[src/rtl/acc_unary_pkg.sv]
package acc_unary_pkg;

    localparam int ACC_W = 8;
    localparam int NIB_W = ACC_W / 2;
    localparam int OP_W  = 3;

    localparam logic [NIB_W-1:0] BCD_TOP = NIB_W'(9);
    localparam logic [NIB_W-1:0] BCD_FIX = NIB_W'(6);

    typedef enum logic [OP_W-1:0] {
        OP_ROTL    = 3'd0,
        OP_ROTL_CY = 3'd1,
        OP_ROTR    = 3'd2,
        OP_ROTR_CY = 3'd3,
        OP_SWAP    = 3'd4,
        OP_DECADJ  = 3'd5,
        OP_INVERT  = 3'd6,
        OP_CLEAR   = 3'd7
    } acc_op_e;

    typedef struct packed {
        logic [ACC_W-1:0] acc;
        logic             cy;
        logic             hc;
    } acc_state_t;

    // Widened nibble add so the carry out is visible in the top bit.
    function automatic logic [NIB_W:0] nib_add(input logic [NIB_W-1:0] a,
                                               input logic [NIB_W-1:0] b);
        return {1'b0, a} + {1'b0, b};
    endfunction

endpackage

[src/rtl/acc_shift.sv]
module acc_shift
    import acc_unary_pkg::*;
(
    input  acc_op_e    op,
    input  acc_state_t st_in,
    output acc_state_t st_out
);
    localparam int MSB = ACC_W - 1;

    always_comb begin
        st_out = st_in;
        unique case (op)
            OP_ROTL:    st_out.acc = {st_in.acc[MSB-1:0], st_in.acc[MSB]};
            OP_ROTR:    st_out.acc = {st_in.acc[0], st_in.acc[MSB:1]};
            OP_ROTL_CY: begin
                st_out.acc = {st_in.acc[MSB-1:0], st_in.cy};
                st_out.cy  = st_in.acc[MSB];
            end
            OP_ROTR_CY: begin
                st_out.acc = {st_in.cy, st_in.acc[MSB:1]};
                st_out.cy  = st_in.acc[0];
            end
            OP_SWAP:    st_out.acc = {st_in.acc[NIB_W-1:0], st_in.acc[ACC_W-1:NIB_W]};
            default:    st_out = st_in;
        endcase
    end
endmodule

[src/rtl/acc_decadj.sv]
module acc_decadj
    import acc_unary_pkg::*;
(
    input  acc_state_t st_in,
    output acc_state_t st_out
);
    logic [NIB_W-1:0] lo_n, hi_n, hi_mid;
    logic [NIB_W:0]   lo_sum, hi_inc, hi_sum;
    logic             lo_fix, hi_fix, cy_mid;

    always_comb begin
        lo_n   = st_in.acc[NIB_W-1:0];
        hi_n   = st_in.acc[ACC_W-1:NIB_W];
        // low digit step
        lo_fix = (lo_n > BCD_TOP) || st_in.hc;
        lo_sum = lo_fix ? nib_add(lo_n, BCD_FIX) : {1'b0, lo_n};
        hi_inc = nib_add(hi_n, {{(NIB_W-1){1'b0}}, lo_sum[NIB_W]});
        hi_mid = hi_inc[NIB_W-1:0];
        cy_mid = st_in.cy | hi_inc[NIB_W];
        // high digit step
        hi_fix = (hi_mid > BCD_TOP) || cy_mid;
        hi_sum = hi_fix ? nib_add(hi_mid, BCD_FIX) : {1'b0, hi_mid};

        st_out.acc = {hi_sum[NIB_W-1:0], lo_sum[NIB_W-1:0]};
        st_out.cy  = cy_mid | hi_sum[NIB_W];
        st_out.hc  = 1'b0;
    end
endmodule

[src/rtl/acc_bitwise.sv]
module acc_bitwise
    import acc_unary_pkg::*;
(
    input  acc_op_e    op,
    input  acc_state_t st_in,
    output acc_state_t st_out
);
    always_comb begin
        st_out = st_in;
        if (op == OP_INVERT)
            st_out.acc = ~st_in.acc;
        else if (op == OP_CLEAR)
            st_out.acc = '0;
    end
endmodule

[src/rtl/acc_unary_unit.sv]
module acc_unary_unit
    import acc_unary_pkg::*;
(
    input  logic             clk,
    input  logic             rst,
    input  logic             start,
    input  logic [OP_W-1:0]  op,
    input  logic [ACC_W-1:0] acc_in,
    input  logic             cy_in,
    input  logic             hc_in,
    output logic [ACC_W-1:0] acc_out,
    output logic             cy_out,
    output logic             hc_out,
    output logic             done
);
    acc_op_e    op_sel;
    acc_state_t cur_st, shift_st, adj_st, bit_st, next_st, held_st;
    logic       done_q;

    assign op_sel = acc_op_e'(op);
    assign cur_st = '{acc: acc_in, cy: cy_in, hc: hc_in};

    acc_shift   u_shift (.op(op_sel), .st_in(cur_st), .st_out(shift_st));
    acc_decadj  u_adj   (.st_in(cur_st), .st_out(adj_st));
    acc_bitwise u_bit   (.op(op_sel), .st_in(cur_st), .st_out(bit_st));

    always_comb begin
        unique case (op_sel)
            OP_DECADJ:            next_st = adj_st;
            OP_INVERT, OP_CLEAR:  next_st = bit_st;
            default:              next_st = shift_st;
        endcase
    end

    always_ff @(posedge clk) begin
        if (rst) begin
            held_st <= '0;
            done_q  <= 1'b0;
        end else begin
            done_q <= start;
            if (start)
                held_st <= next_st;
        end
    end

    assign acc_out = held_st.acc;
    assign cy_out  = held_st.cy;
    assign hc_out  = held_st.hc;
    assign done    = done_q;
endmodule

[config.mk]
export PLATFORM = sky130hd
export DESIGN_NAME = acc_unary_unit
export DESIGN_NICKNAME = d
export VERILOG_FILES = /design/src/rtl/acc_unary_pkg.sv /design/src/rtl/acc_shift.sv /design/src/rtl/acc_decadj.sv /design/src/rtl/acc_bitwise.sv /design/src/rtl/acc_unary_unit.sv
export SDC_FILE = /design/constraint.sdc
export NUM_CORES = 1
export LEC_CHECK = 0
export CAP_MARGIN = 15
export CORE_UTILIZATION = 63
export CTS_BUF_LIST = sky130_fd_sc_hd__clkbuf_16
export DETAILED_ROUTE_END_ITERATION = 6
export DONT_BUFFER_PORTS = 1
export PLACE_DENSITY = 0.79
export SLEW_MARGIN = 15
export SYNTH_ARGS = -nofsm -noshare
export SYNTH_HDL_FRONTEND = slang
export SYNTH_HIERARCHICAL = 1
export SYNTH_SLANG_ARGS = --single-unit
[constraint.sdc]
create_clock -name clk -period 2 [get_ports clk]
set_input_delay 0 -clock clk [delete_from_list [all_inputs] [get_ports clk]]
set_output_delay 0 -clock clk [all_outputs]
set_load 0.005 [all_outputs]
# Word level (Yosys, flattened, before mapping)
# Index checks and enable logic that the tools add are counted.
# classes
n_bitwise	3
eq_ne	7
mux	7
reduce_logical	4
order_cmp	2
addsub	3
# ops
op	count
$pmux W8 S5	1
$pmux W10 S2	1
$mux W8	2
$eq A3 B3 Y1 const B	4
$add A4 B3 Y5 const B	2
$mux W5	2
$gt A4 B4 Y1 const B	2
$not A8 Y8	1
$eq A3 B2 Y1 const B	2
$add A4 B1 Y5	1
$eq A3 B1 Y1 const B	1
$logic_not A3 Y1	1
$logic_or A1 B1 Y1	2
$or A1 B1 Y1	2
$pmux W1 S2	1
$reduce_or A2 Y1	1
# word_totals
inputBits	16
regBits	11
elab_cells	30
output_inout_bits	11

# Longest topological paths before layout
# Gate-level depths: netlist of run 1.
# logic_depth
depth_word	9
mapped_depth	11
mapped_depth_nobuf	11

# By module
# The synthesis of run 1 kept the hierarchy.
# by_module_without_submodules
mod	cells_per_inst	seq_area_each_um2	area_per_inst_um2	instances
acc_unary_unit	61	220.2	584.3	1
acc_shift	51	0.0	392.9	1
acc_decadj	34	0.0	245.2	1
acc_bitwise	20	0.0	146.4	1

# Least setup slack after synthesis of run 1
# No wires, ideal clock.
# synth_timing
path_type	input to register
startpoint	in acc_in[1]
endpoint	reg held_st[9] (netlist: acc_out[7])
setup_time_ns	0.134
path_buffers	0
required_ns	1.866
slack_ns	0.234
path_stages	11
arrival_ns	1.632
path_cell_list	o21a_1 ha_1 ha_1 xnor2_1 ha_1 inv_1 o211ai_1 o22ai_1 xnor2_1 a221oi_2 a211oi_1
# synth_lines
element	line_no	text
from (decl)	acc_unary_unit.sv:8	input logic [ACC_W-1:0] acc_in,
to (signal assigned)	acc_unary_unit.sv:42	held_st <= next_st;
to (decl)	acc_unary_unit.sv:17	acc_state_t cur_st, shift_st, adj_st, bit_st, next_st, held_st;

==> flow_metrics.env, run 1 <==
export IMPL_status="completed"
export IMPL_ys_seq_area_frac=0.161
export IMPL_leakage_nw=0.557
export IMPL_clk_pin_slew_worst_paths_ns=0.04
export IMPL_yosysWarnings=6
export IMPL_antenna_found_initial=0
export IMPL_critPathLaunch="acc_in[1]"
export IMPL_vias_per_cell=6.83
export IMPL_switchingPower_uw=236
export IMPL_gp_congestion=0.862
export IMPL_root_buffer="clkbuf_16"
export IMPL_worst_path_most_repeated_cell="ha_1"
export IMPL_die_area_um2=2360
export IMPL_crit_type="input pin to register"
export IMPL_synth_edf_count=0
export IMPL_multi_input_area_um2=987
export IMPL_fin_ws_ns=0.286
export IMPL_hold_path_class="input pin to register"
export IMPL_wire_per_inst_um=18.9
export IMPL_core_um2=2000
export IMPL_hold_start="op[0]"
export IMPL_synth_cell_types=41
export IMPL_synth_top_family_by_area="compound AO/OA/AOI/OAI gates"
export IMPL_netSwitchingFraction=0.277
export IMPL_cp_max_fo=9
export IMPL_htreeDepth=1
export IMPL_hold_viol=0
export IMPL_power_density_nw_per_um2=614
export IMPL_clockBufferDepth=2
export IMPL_grt_pass1_vias=1146
export IMPL_grt_usage=0.306
export IMPL_fillers=158
export IMPL_first_iter_violations=44
export IMPL_ys_seq_elements=11
export IMPL_rows=16
export IMPL_worstPathRequired_ns=2.10
export IMPL_peakVddDrop_mv=0.651
export IMPL_numClockSinks=11
export IMPL_cts_tree="done"
export IMPL_max_freq_mhz=583
export IMPL_grt_ovfl_total=0
export IMPL_setup_viol=0
export IMPL_drcViolationCount=0
export IMPL_timing_rr_start="hc_out"
export IMPL_crit_chain="o21a_1 -> ha_1 -> ha_1 -> inv_1 -> ha_1 -> inv_1 -> o211ai_1 -> o22ai_1 -> xnor2_1 -> a221oi_2 -> a211oi_1"
export IMPL_synth_compound_area_frac=0.353
export IMPL_pre_cts_slack_ns=0.0552
export IMPL_fin_skew_ns=0
export IMPL_io_pins=27
export IMPL_max_slew_margin=0.564
export IMPL_num_antenna_cells=0
export IMPL_nets=178
export IMPL_synth_simple_area_share=0.144
export IMPL_area_growth_pct=1.37
export IMPL_dp_cells=177
export IMPL_setup_tns_ns=0
export IMPL_final_common_cell="nor2_1"
export IMPL_pwr_share_comb=0.284
export IMPL_syn_nets=186
export IMPL_start_util=0.684
export IMPL_startpoint_type="input pin"
export IMPL_p_int_uw=616
export IMPL_arrival_ns=1.82
export IMPL_max_stage_delay_ns=0.36
export IMPL_clkLatencyLatePin_ns=0.24
export IMPL_die_h_um=48.6
export IMPL_dp_final_hpwl_um=2350
export IMPL_synth_mux_area_frac=0.147
export IMPL_drive_above_1_share=0.242
export IMPL_ys_flop_type="dfxtp_1"
export IMPL_vias=1257
export IMPL_avgSynthCellArea_um2=8.25
export IMPL_seq_area_um2=220
export IMPL_grt_max_degree=24
export IMPL_io_buffers=0
export IMPL_p_total_uw=852
export IMPL_post_cts_buffers=0
export IMPL_grt_pass1_wl_um=5590
export IMPL_seq_power_share=0.295
export IMPL_fin_crit_ns=1.71
export IMPL_wirelength_um=3480
export IMPL_synth_adder_area_share=0.0366
export IMPL_cts_made_buffers=3
export IMPL_final_period_utilization=0.857
export IMPL_synthXorXnorAreaFrac=0.0384
export IMPL_drv_cap=0
export IMPL_rsz0062_at_grt="false"
export IMPL_worstSetupEndpointType="register"
export IMPL_hold_slack_ns=0.0199
export IMPL_p_clk_frac=0.421
export IMPL_async_reset_ff_frac=0
export IMPL_worst_slew_pin_slew_ns=0.653
export IMPL_slew_violations=0
export IMPL_final_cell_mix="nor2_1, nand2_1, mux2_2"
export IMPL_finalNonFillerCells=184
export IMPL_syn_inst=166
export IMPL_antenna_left=0
export IMPL_syn_area_um2=1370
export IMPL_die_width_um=48.6
export IMPL_cp_slowest_cell="ha_1"
export IMPL_firstDrtPassIters=4
[registers in the layout, summed over array words and instances (netlist names)]
signal,cells
cy_out,1
acc_out,8
hc_out,1
done,1
[cell families (layout without fill, tap and decap cells)]
family	after synthesis	after routing
buffers and inverters	26	17
multiplexers	18	18
AND/OR/NAND/NOR	44	44
AO/OA/AOI/OAI	56	56
XOR/XNOR	6	6
adder cells (fa/ha/maj)	4	4
flip-flops	11	11
other	1	1
[cells in the mapped netlist, types with 2 or more instances]
cell type   n  share of area
a211oi_1   10          0.055
xnor2_1     4          0.026
xor2_1      2          0.013
a221oi_2   11           0.12
o21ai_2     2          0.013
mux2_2     13           0.11
ha_1        4          0.037
mux2i_1     4          0.029
clkbuf_1    2         0.0055
a31oi_1     2         0.0091
nand2_1    13          0.036
buf_6       5          0.041
nand3_1     2         0.0073
buf_2       2         0.0073
inv_2       2         0.0055
nor2_1     22          0.060
nor2b_1     2         0.0091
dfxtp_1    11           0.16
buf_4       6          0.033
o22ai_1    12          0.055
a21oi_1     8          0.029
inv_1       8          0.022
[critical path: cells and delay by family]
family	cells	cell delay [ns]
AOI/OAI and AO/OA	5	0.77
xor gates and xnor gates	1	0.12
adders and majority gates	3	0.77
buffers and inverters	2	0.15
[final cells by class]
type / count / share of cell area
flip-flops and latches: 11 / 0.159
clock buffers: 3 / 0.0541
well taps: 27 / 0.0243
inverters: 10 / 0.0271
clock inverters: 1 / 0.00271
repair buffers: 3 / 0.0216
multi-input cells: 129 / 0.711
[through the flow]
stage               cell area (um^2)  utilization
floorplan                       1370            -
global placement                1280        0.639
detailed placement              1280        0.639
CTS                             1390        0.693
global route                    1390        0.693
finish                          1390        0.693
[repair_timing]
| item | 4_1_cts | 5_1_grt |
|---|---|---|
| hold endpoints to repair | 11 | 0 |
| setup endpoints to repair | 0 | 0 |
| gates resized for setup | 0 | 0 |
| hold buffers | 3 | 0 |
[worst paths after layout]
kind / end / slack (ns) / cells after the start
worst max register to register: hc_out / 0.79 / 3
worst min-delay path: cy_out / 0.02 / 3
worst max-delay path: acc_out[7] / 0.29 / 11
worst min register to register: acc_out[1] / 0.50 / 2
[routing by layer]
layer / track usage / vias up / part of all wire
met1: 0.365 / 582 / 0.40
met4: 0.0588 / 0 / 0.020
li1: - / 603 / -
met5: 0 / - / 0
met3: 0.0629 / 9 / 0.061
met2: 0.560 / 63 / 0.52
[power by group through the flow]
stage               combinational [mW]  clock [mW]  sequential, mW
floorplan                        0.225           0           0.252
global placement                 0.215           0           0.254
detailed placement               0.225           0           0.255
CTS                              0.237       0.360           0.251
global route                     0.264       0.374           0.253
finish                           0.242       0.359           0.251
Power figures use the tool's default switching activity.
==> run 2, diff against run 1 <==
--- a/config.mk
+++ b/config.mk
@@ -5,12 +5,14 @@
 export SDC_FILE = /design/constraint.sdc
 export NUM_CORES = 1
 export LEC_CHECK = 0
+export ABC_AREA = 1
 export CAP_MARGIN = 15
-export CORE_UTILIZATION = 63
+export CORE_UTILIZATION = 64
 export CTS_BUF_LIST = sky130_fd_sc_hd__clkbuf_16
 export DETAILED_ROUTE_END_ITERATION = 6
 export DONT_BUFFER_PORTS = 1
-export PLACE_DENSITY = 0.79
+export MAX_ROUTING_LAYER = met4
+export PLACE_DENSITY = 0.8
 export SLEW_MARGIN = 15
 export SYNTH_ARGS = -nofsm -noshare
 export SYNTH_HDL_FRONTEND = slang
==> run 2 against run 1 <==
  * Clock skew unchanged
  * First-iteration DRC count increased to 2.5 times the previous value
  * Via count increased by 36%
  * Global-route usage increased by 2.5 points
  * Fmax decreased by 8.8%
  * Flip-flop and latch count unchanged
  * Sequential power about the same
  * Hold slack got worse by 0.010 ns
  * Critical endpoint unchanged
  * Highest routed layer unchanged
==> flow_metrics.env, run 2 <==
export IMPL_gp_congestion=0.908
export IMPL_post_cts_buffers=0
export IMPL_regToRegSetupSlack_ns=0.75
export IMPL_synth_top_area_cell="nand2_1"
export IMPL_nets=299
export IMPL_fin_crit_ns=1.88
export IMPL_synth_common_cells="nand2_1, inv_1, nand3_1, nor2_1, nand4_1"
export IMPL_root_buffer="clkbuf_16"
export IMPL_clk_pin_slew_worst_paths_ns=0.04
export IMPL_syn_area_um2=1540
export IMPL_hold_path_class="input pin to register"
export IMPL_rsz0062_at_grt="false"
export IMPL_startpoint_type="input pin"
export IMPL_worstPathRequired_ns=2.18
export IMPL_power_density_nw_per_um2=530
export IMPL_htreeDepth=1
export IMPL_syn_inst=283
export IMPL_grt_pass1_vias=1449
export IMPL_crit_type="input pin to register"
export IMPL_grt_ovfl_total=0
export IMPL_arrival_ns=2.06
export IMPL_reg2regPathDepth=5
export IMPL_dp_final_hpwl_um=2580
export IMPL_grt_max_degree=29
export IMPL_synth_adder_area_share=0.0325
export IMPL_drive_above_1_share=0.0935
export IMPL_start_util=0.690
export IMPL_clockBufferDepth=2
export IMPL_worstSetupEndpointType="register"
export IMPL_synth_area_leaders="nand2_1, dfxtp_1, nand3_1, inv_1, nand4_1"
export IMPL_die_width_um=51.1
export IMPL_first_iter_violations=110
export IMPL_die_area_um2=2610
export IMPL_ys_seq_elements=11
export IMPL_min_path_cells=5
export IMPL_area_growth_pct=6.91
export IMPL_slew_violations=0
export IMPL_yosysMostFrequentCell="nand2_1"
export IMPL_grt_usage=0.331
export IMPL_wirelength_um=3880
export IMPL_largest_reg_flops=8
export IMPL_async_reset_ff_frac=0
export IMPL_hold_start="start"
export IMPL_die_h_um=51.1
export IMPL_setup_viol=0
export IMPL_pwr_share_comb=0.293
export IMPL_vias_per_cell=5.58
export IMPL_hold_path_end="acc_out[6]"
export IMPL_clkLatencyLatePin_ns=0.24
export IMPL_hold_viol=0
export IMPL_synth_mux_area_frac=0
export IMPL_final_common_cell="nand2_1"
export IMPL_switchingPower_uw=263
export IMPL_drv_cap=0
export IMPL_synth_compound_area_frac=0.0317
export IMPL_final_period_utilization=0.939
export IMPL_antenna_left=0
export IMPL_synth_cell_types=28
export IMPL_firstDrtPassIters=5
export IMPL_synth_top_family_by_area="simple AND/OR/NAND/NOR gates"
export IMPL_rr_endpoint="acc_out[7]"
export IMPL_antenna_found_initial=0
export IMPL_ys_seq_area_frac=0.143
export IMPL_leakage_nw=0.929
export IMPL_syn_nets=303
export IMPL_p_clk_frac=0.421
export IMPL_synth_top_area_share=0.217
export IMPL_avgSynthCellArea_um2=5.44
export IMPL_synth_simple_area_share=0.597
export IMPL_max_freq_mhz=532
export IMPL_yosysWarnings=6
export IMPL_timing_rr_start="acc_out[7]"
export IMPL_fillers=195
export IMPL_cts_tree="done"
export IMPL_io_buffers=0
export IMPL_io_pins=27
export IMPL_drcViolationCount=0
export IMPL_cp_max_fo=8
export IMPL_numClockSinks=11
export IMPL_ys_flop_type="dfxtp_1"
export IMPL_core_um2=2230
export IMPL_fin_skew_ns=0
export IMPL_final_cell_mix="nand2_1, inv_1, nand3_1"
export IMPL_vias=1706
export IMPL_status="completed"
export IMPL_netSwitchingFraction=0.301
export IMPL_p_int_uw=609
export IMPL_synth_edf_count=0
export IMPL_peakVddDrop_mv=0.504
export IMPL_cts_made_buffers=3
export IMPL_synthXorXnorAreaFrac=0.00569
export IMPL_rows=17
export IMPL_wire_per_inst_um=12.7
export IMPL_setup_tns_ns=0
export IMPL_p_total_uw=872
export IMPL_num_antenna_cells=0
export IMPL_seq_power_share=0.286
export IMPL_grt_pass1_wl_um=6370
==> run 2: cell types whose count changed in the layout (fill, tap and decap cells not counted), sizes merged, moves of 5 or more <==
cell / delta
mux2: -14
nand3: +40
nand2: +82
a211oi: -10
nand4: +21
o22ai: -13
a21oi: -5
inv: +38
nor2: +13
a221oi: -11
==> run 2: power groups by stage <==
stage	Clock (mW)	Combinational, mW	Sequential [mW]
final	0.367	0.255	0.250
after global routing	0.375	0.292	0.252
after CTS	0.364	0.243	0.250
after detailed placement	0	0.230	0.253
after global placement	0	0.228	0.253
after floorplan	0	0.225	0.251
==> run 2: metal layers <==
layer  routed length (um)  GRT usage
met2                 1770      0.529
met4                   13     0.0694
met3                  409     0.0655
met1                 1690      0.431
met5                    0          -
==> run 2: how the worst max path moves through the flow <==
stage                   start          to  slack (ns)
floorplan           acc_in[1]  acc_out[7]        0.42
global placement    acc_in[1]  acc_out[7]        0.36
detailed placement  acc_in[1]  acc_out[7]        0.31
CTS                 acc_in[1]  acc_out[7]        0.02
global route        acc_in[3]  acc_out[7]       0.006
finish              acc_in[3]  acc_out[7]        0.12
==> run 2: timing repair <==
item,in CTS,in global routing
gates resized for setup,0,7
endpoints found under the setup margin,0,1
hold buffers,4,0
hold endpoints to repair,11,0
==> run 2: final cells by class <==
type                       instances  area (um^2)  area share
clock buffer                       3         75.1      0.0456
clock inverter                     1         3.75     0.00228
tap                               28         35.0      0.0213
sequential                        11          220       0.134
inverter                          50          201       0.122
multi-input combinational        209         1070       0.650
timing repair buffer               4         40.0      0.0243
==> run 2: stage by stage <==
stage                     cell area [um^2]  cells  setup WS (ns)  utilization  hold WS, ns
after floorplan                       1540    283          0.421            -        0.148
final                                 1650    306          0.121        0.737      0.00992
after global routing                  1650    306        0.00584        0.737       0.0393
after detailed placement              1490    298          0.307        0.666       0.0751
after CTS                             1610    306         0.0212        0.719      0.00141
after global placement                1490    298          0.357        0.666       0.0731
==> run 2: cells by family after synthesis <==
family / Yosys count
buf+inv: 63
flops: 11
compound gates: 8
other cells: 1
simple gates: 195
xor+xnor: 1
fa+ha+maj: 4
==> run 2: critical path, stage by stage <==
cell	delay (ns)
inv_1	0.10
nor2_4	0.06
ha_4	0.17
ha_4	0.26
bufinv_8	0.17
ha_2	0.16
inv_1	0.05
nand3_1	0.08
nand2_2	0.07
nand2_1	0.05
nand2_1	0.05
nand4_1	0.09
nand3_1	0.08
nand2_1	0.05
inv_1	0.05
dlygate4sd3_1	0.55
==> run 3, diff against run 2 <==
--- a/config.mk
+++ b/config.mk
@@ -9,10 +9,11 @@
 export CAP_MARGIN = 15
 export CORE_UTILIZATION = 64
 export CTS_BUF_LIST = sky130_fd_sc_hd__clkbuf_16
+export CTS_CLUSTER_DIAMETER = 120
 export DETAILED_ROUTE_END_ITERATION = 6
 export DONT_BUFFER_PORTS = 1
 export MAX_ROUTING_LAYER = met4
-export PLACE_DENSITY = 0.8
+export PLACE_DENSITY_LB_ADDON = 0.1
 export SLEW_MARGIN = 15
 export SYNTH_ARGS = -nofsm -noshare
 export SYNTH_HDL_FRONTEND = slang
==> constraint.sdc (replaced) <==
create_clock -name clk -period 2.1 [get_ports clk]
set_input_delay 0 -clock clk [delete_from_list [all_inputs] [get_ports clk]]
set_output_delay 0 -clock clk [all_outputs]
set_load 0.005 [all_outputs]
==> run 3 against run 2 <==
  * First-iteration DRC count is 35% lower
  * Core utilization is 2.2 points lower
  * Critical path type unchanged
  * Hold slack worse by 0.0013 ns
  * Clock skew stayed put
  * Via count is 1.1% lower
  * Die area stayed put
  * Clock power is 8.4% lower
  * Wire length is 2.0% lower
  * Global-route usage is 0.96 points lower
  * Flip-flop and latch count stayed put
==> flow_metrics.env, run 3 (synthesis gave the netlist of run 2 again) <==
export IMPL_antenna_found_initial=0
export IMPL_io_buffers=0
export IMPL_final_cell_mix="nand2_1, inv_1, nand3_1"
export IMPL_seq_power_share=0.295
export IMPL_worstPathRequired_ns=2.28
export IMPL_vias=1688
export IMPL_reg2regPathDepth=4
export IMPL_hold_start="start"
export IMPL_numClockSinks=11
export IMPL_core_um2=2230
export IMPL_cts_tree="done"
export IMPL_largest_reg_flops=8
export IMPL_netSwitchingFraction=0.290
export IMPL_status="completed"
export IMPL_grt_pass1_vias=1495
export IMPL_grt_pass1_wl_um=6300
export IMPL_clkLatencyLatePin_ns=0.23
export IMPL_rows=17
export IMPL_cp_max_fo=9
export IMPL_timing_rr_start="acc_out[2]"
export IMPL_max_freq_mhz=677
export IMPL_start_util=0.690
export IMPL_crit_chain="nor2_1 -> nor2_2 -> ha_1 -> ha_1 -> bufinv_8 -> ha_1 -> inv_1 -> nand3_1 -> nand2_2 -> nand2_1 -> nand2_1 -> nand4_1 -> nand3_1 -> nand2_1 -> inv_1"
export IMPL_final_core_util=0.715
export IMPL_min_path_cells=4
export IMPL_wire_per_inst_um=12.5
export IMPL_crit_type="input pin to register"
export IMPL_worstSetupEndpointType="register"
export IMPL_io_pins=27
export IMPL_p_int_uw=572
export IMPL_drv_cap=0
export IMPL_vias_per_cell=5.53
export IMPL_grt_ovfl_total=0
export IMPL_cp_slowest_cell="ha_1"
export IMPL_hold_viol=0
export IMPL_dp_final_hpwl_um=2570
export IMPL_setup_viol=0
export IMPL_clk_pin_slew_worst_paths_ns=0.04
export IMPL_finalNonFillerCells=305
export IMPL_fin_crit_ns=1.48
export IMPL_drive_above_1_share=0.0794
export IMPL_htreeDepth=1
export IMPL_drcViolationCount=0
export IMPL_final_common_cell="nand2_1"
export IMPL_wirelength_um=3800
export IMPL_cts_made_buffers=3
export IMPL_switchingPower_uw=233
export IMPL_die_width_um=51.1
export IMPL_nets=298
export IMPL_grt_usage=0.321
export IMPL_firstDrtPassIters=4
export IMPL_startpoint_type="input pin"
export IMPL_grt_max_degree=29
export IMPL_cts_resized=0
export IMPL_antenna_left=0
export IMPL_max_stage_delay_ns=0.31
export IMPL_gp_congestion=0.889
export IMPL_arrival_ns=1.66
export IMPL_clockBufferDepth=2
export IMPL_first_iter_violations=71
export IMPL_rr_endpoint="acc_out[2]"
export IMPL_power_density_nw_per_um2=505
export IMPL_die_area_um2=2610
export IMPL_p_total_uw=806
export IMPL_hold_path_end="acc_out[4]"
export IMPL_rsz0062_at_grt="false"
export IMPL_num_antenna_cells=0
export IMPL_dp_cells=298
export IMPL_leakage_nw=0.924
export IMPL_hold_path_class="input pin to register"
export IMPL_p_clk_frac=0.417
export IMPL_fin_skew_ns=0
export IMPL_regToRegSetupSlack_ns=1.38
export IMPL_final_period_utilization=0.703
export IMPL_root_buffer="clkbuf_16"
export IMPL_peakVddDrop_mv=0.496
export IMPL_die_h_um=51.1
export IMPL_slew_violations=0
export IMPL_area_growth_pct=3.66
export IMPL_setup_tns_ns=0
export IMPL_pwr_share_comb=0.288
==> run 3: cell types whose count changed in the layout (fill, tap and decap cells not counted) <==
cell / previous run / this run
dlygate4sd3_1: 4 / 3
ha_4: 2 / 0
nor2_4: 7 / 5
nor2_1: 28 / 29
nor2_2: 0 / 1
ha_2: 1 / 0
ha_1: 1 / 4
==> run 3: repair_timing <==
item | in CTS | in global routing
setup buffers | 0 | 0
endpoints found under the hold margin | 11 | 0
hold buffers | 3 | 0
==> run 3: area by class of cell <==
| type | instances | area (um^2) |
|---|---|---|
| Sequential cell | 11 | 220 |
| Clock inverter | 1 | 3.75 |
| Clock buffer | 3 | 75.1 |
| Timing Repair Buffer | 3 | 30.0 |
| Tap cell | 28 | 35.0 |
| Inverter | 50 | 201 |
| Fill cell | 224 | 637 |
| Multi-Input combinational cell | 209 | 1030 |
==> run 3: critical path: cells and delay by family <==
kind	cells	cell delay (ns)
adder cells (fa/ha/maj)	3	0.72
AND/OR/NAND/NOR	9	0.66
buffers and inverters	3	0.28
==> run 3: power groups by stage <==
stage | logic, mW | clock network [mW] | registers (mW)
3_3_place_gp | 0.217 | 0 | 0.241
6_report | 0.232 | 0.336 | 0.238
4_1_cts | 0.231 | 0.341 | 0.238
5_1_grt | 0.265 | 0.353 | 0.240
3_5_place_dp | 0.221 | 0 | 0.241
2_1_floorplan | 0.214 | 0 | 0.239
==> run 3: how the worst max path moves through the flow <==
| stage | slack (ns) | to | startpoint |
|---|---|---|---|
| 6_report | 0.62 | acc_out[7] | acc_in[1] |
| 5_1_grt | 0.41 | acc_out[7] | acc_in[1] |
| 4_1_cts | 0.63 | acc_out[7] | acc_in[1] |
| 3_5_place_dp | 0.40 | acc_out[7] | acc_in[1] |
| 3_3_place_gp | 0.45 | acc_out[7] | acc_in[1] |
| 2_1_floorplan | 0.52 | acc_out[7] | acc_in[1] |
==> run 3: stage by stage <==
stage / area, um^2 / hold WS (ns) / setup WS (ns)
detailed placement: 1490 / 0.0793 / 0.402
CTS: 1600 / 0.00197 / 0.633
global placement: 1490 / 0.0731 / 0.448
global route: 1600 / 0.0176 / 0.410
finish: 1600 / 0.00858 / 0.624
floorplan: 1540 / 0.148 / 0.521
==> run 3: layer usage <==
layer / wire (um) / up-vias / GRT usage
li1: - / 879 / -
met1: 1690 / 739 / 0.394
met2: 1790 / 64 / 0.548
met3: 265 / 6 / 0.0536
met4: 57 / 0 / 0.0741
met5: 0 / - / -
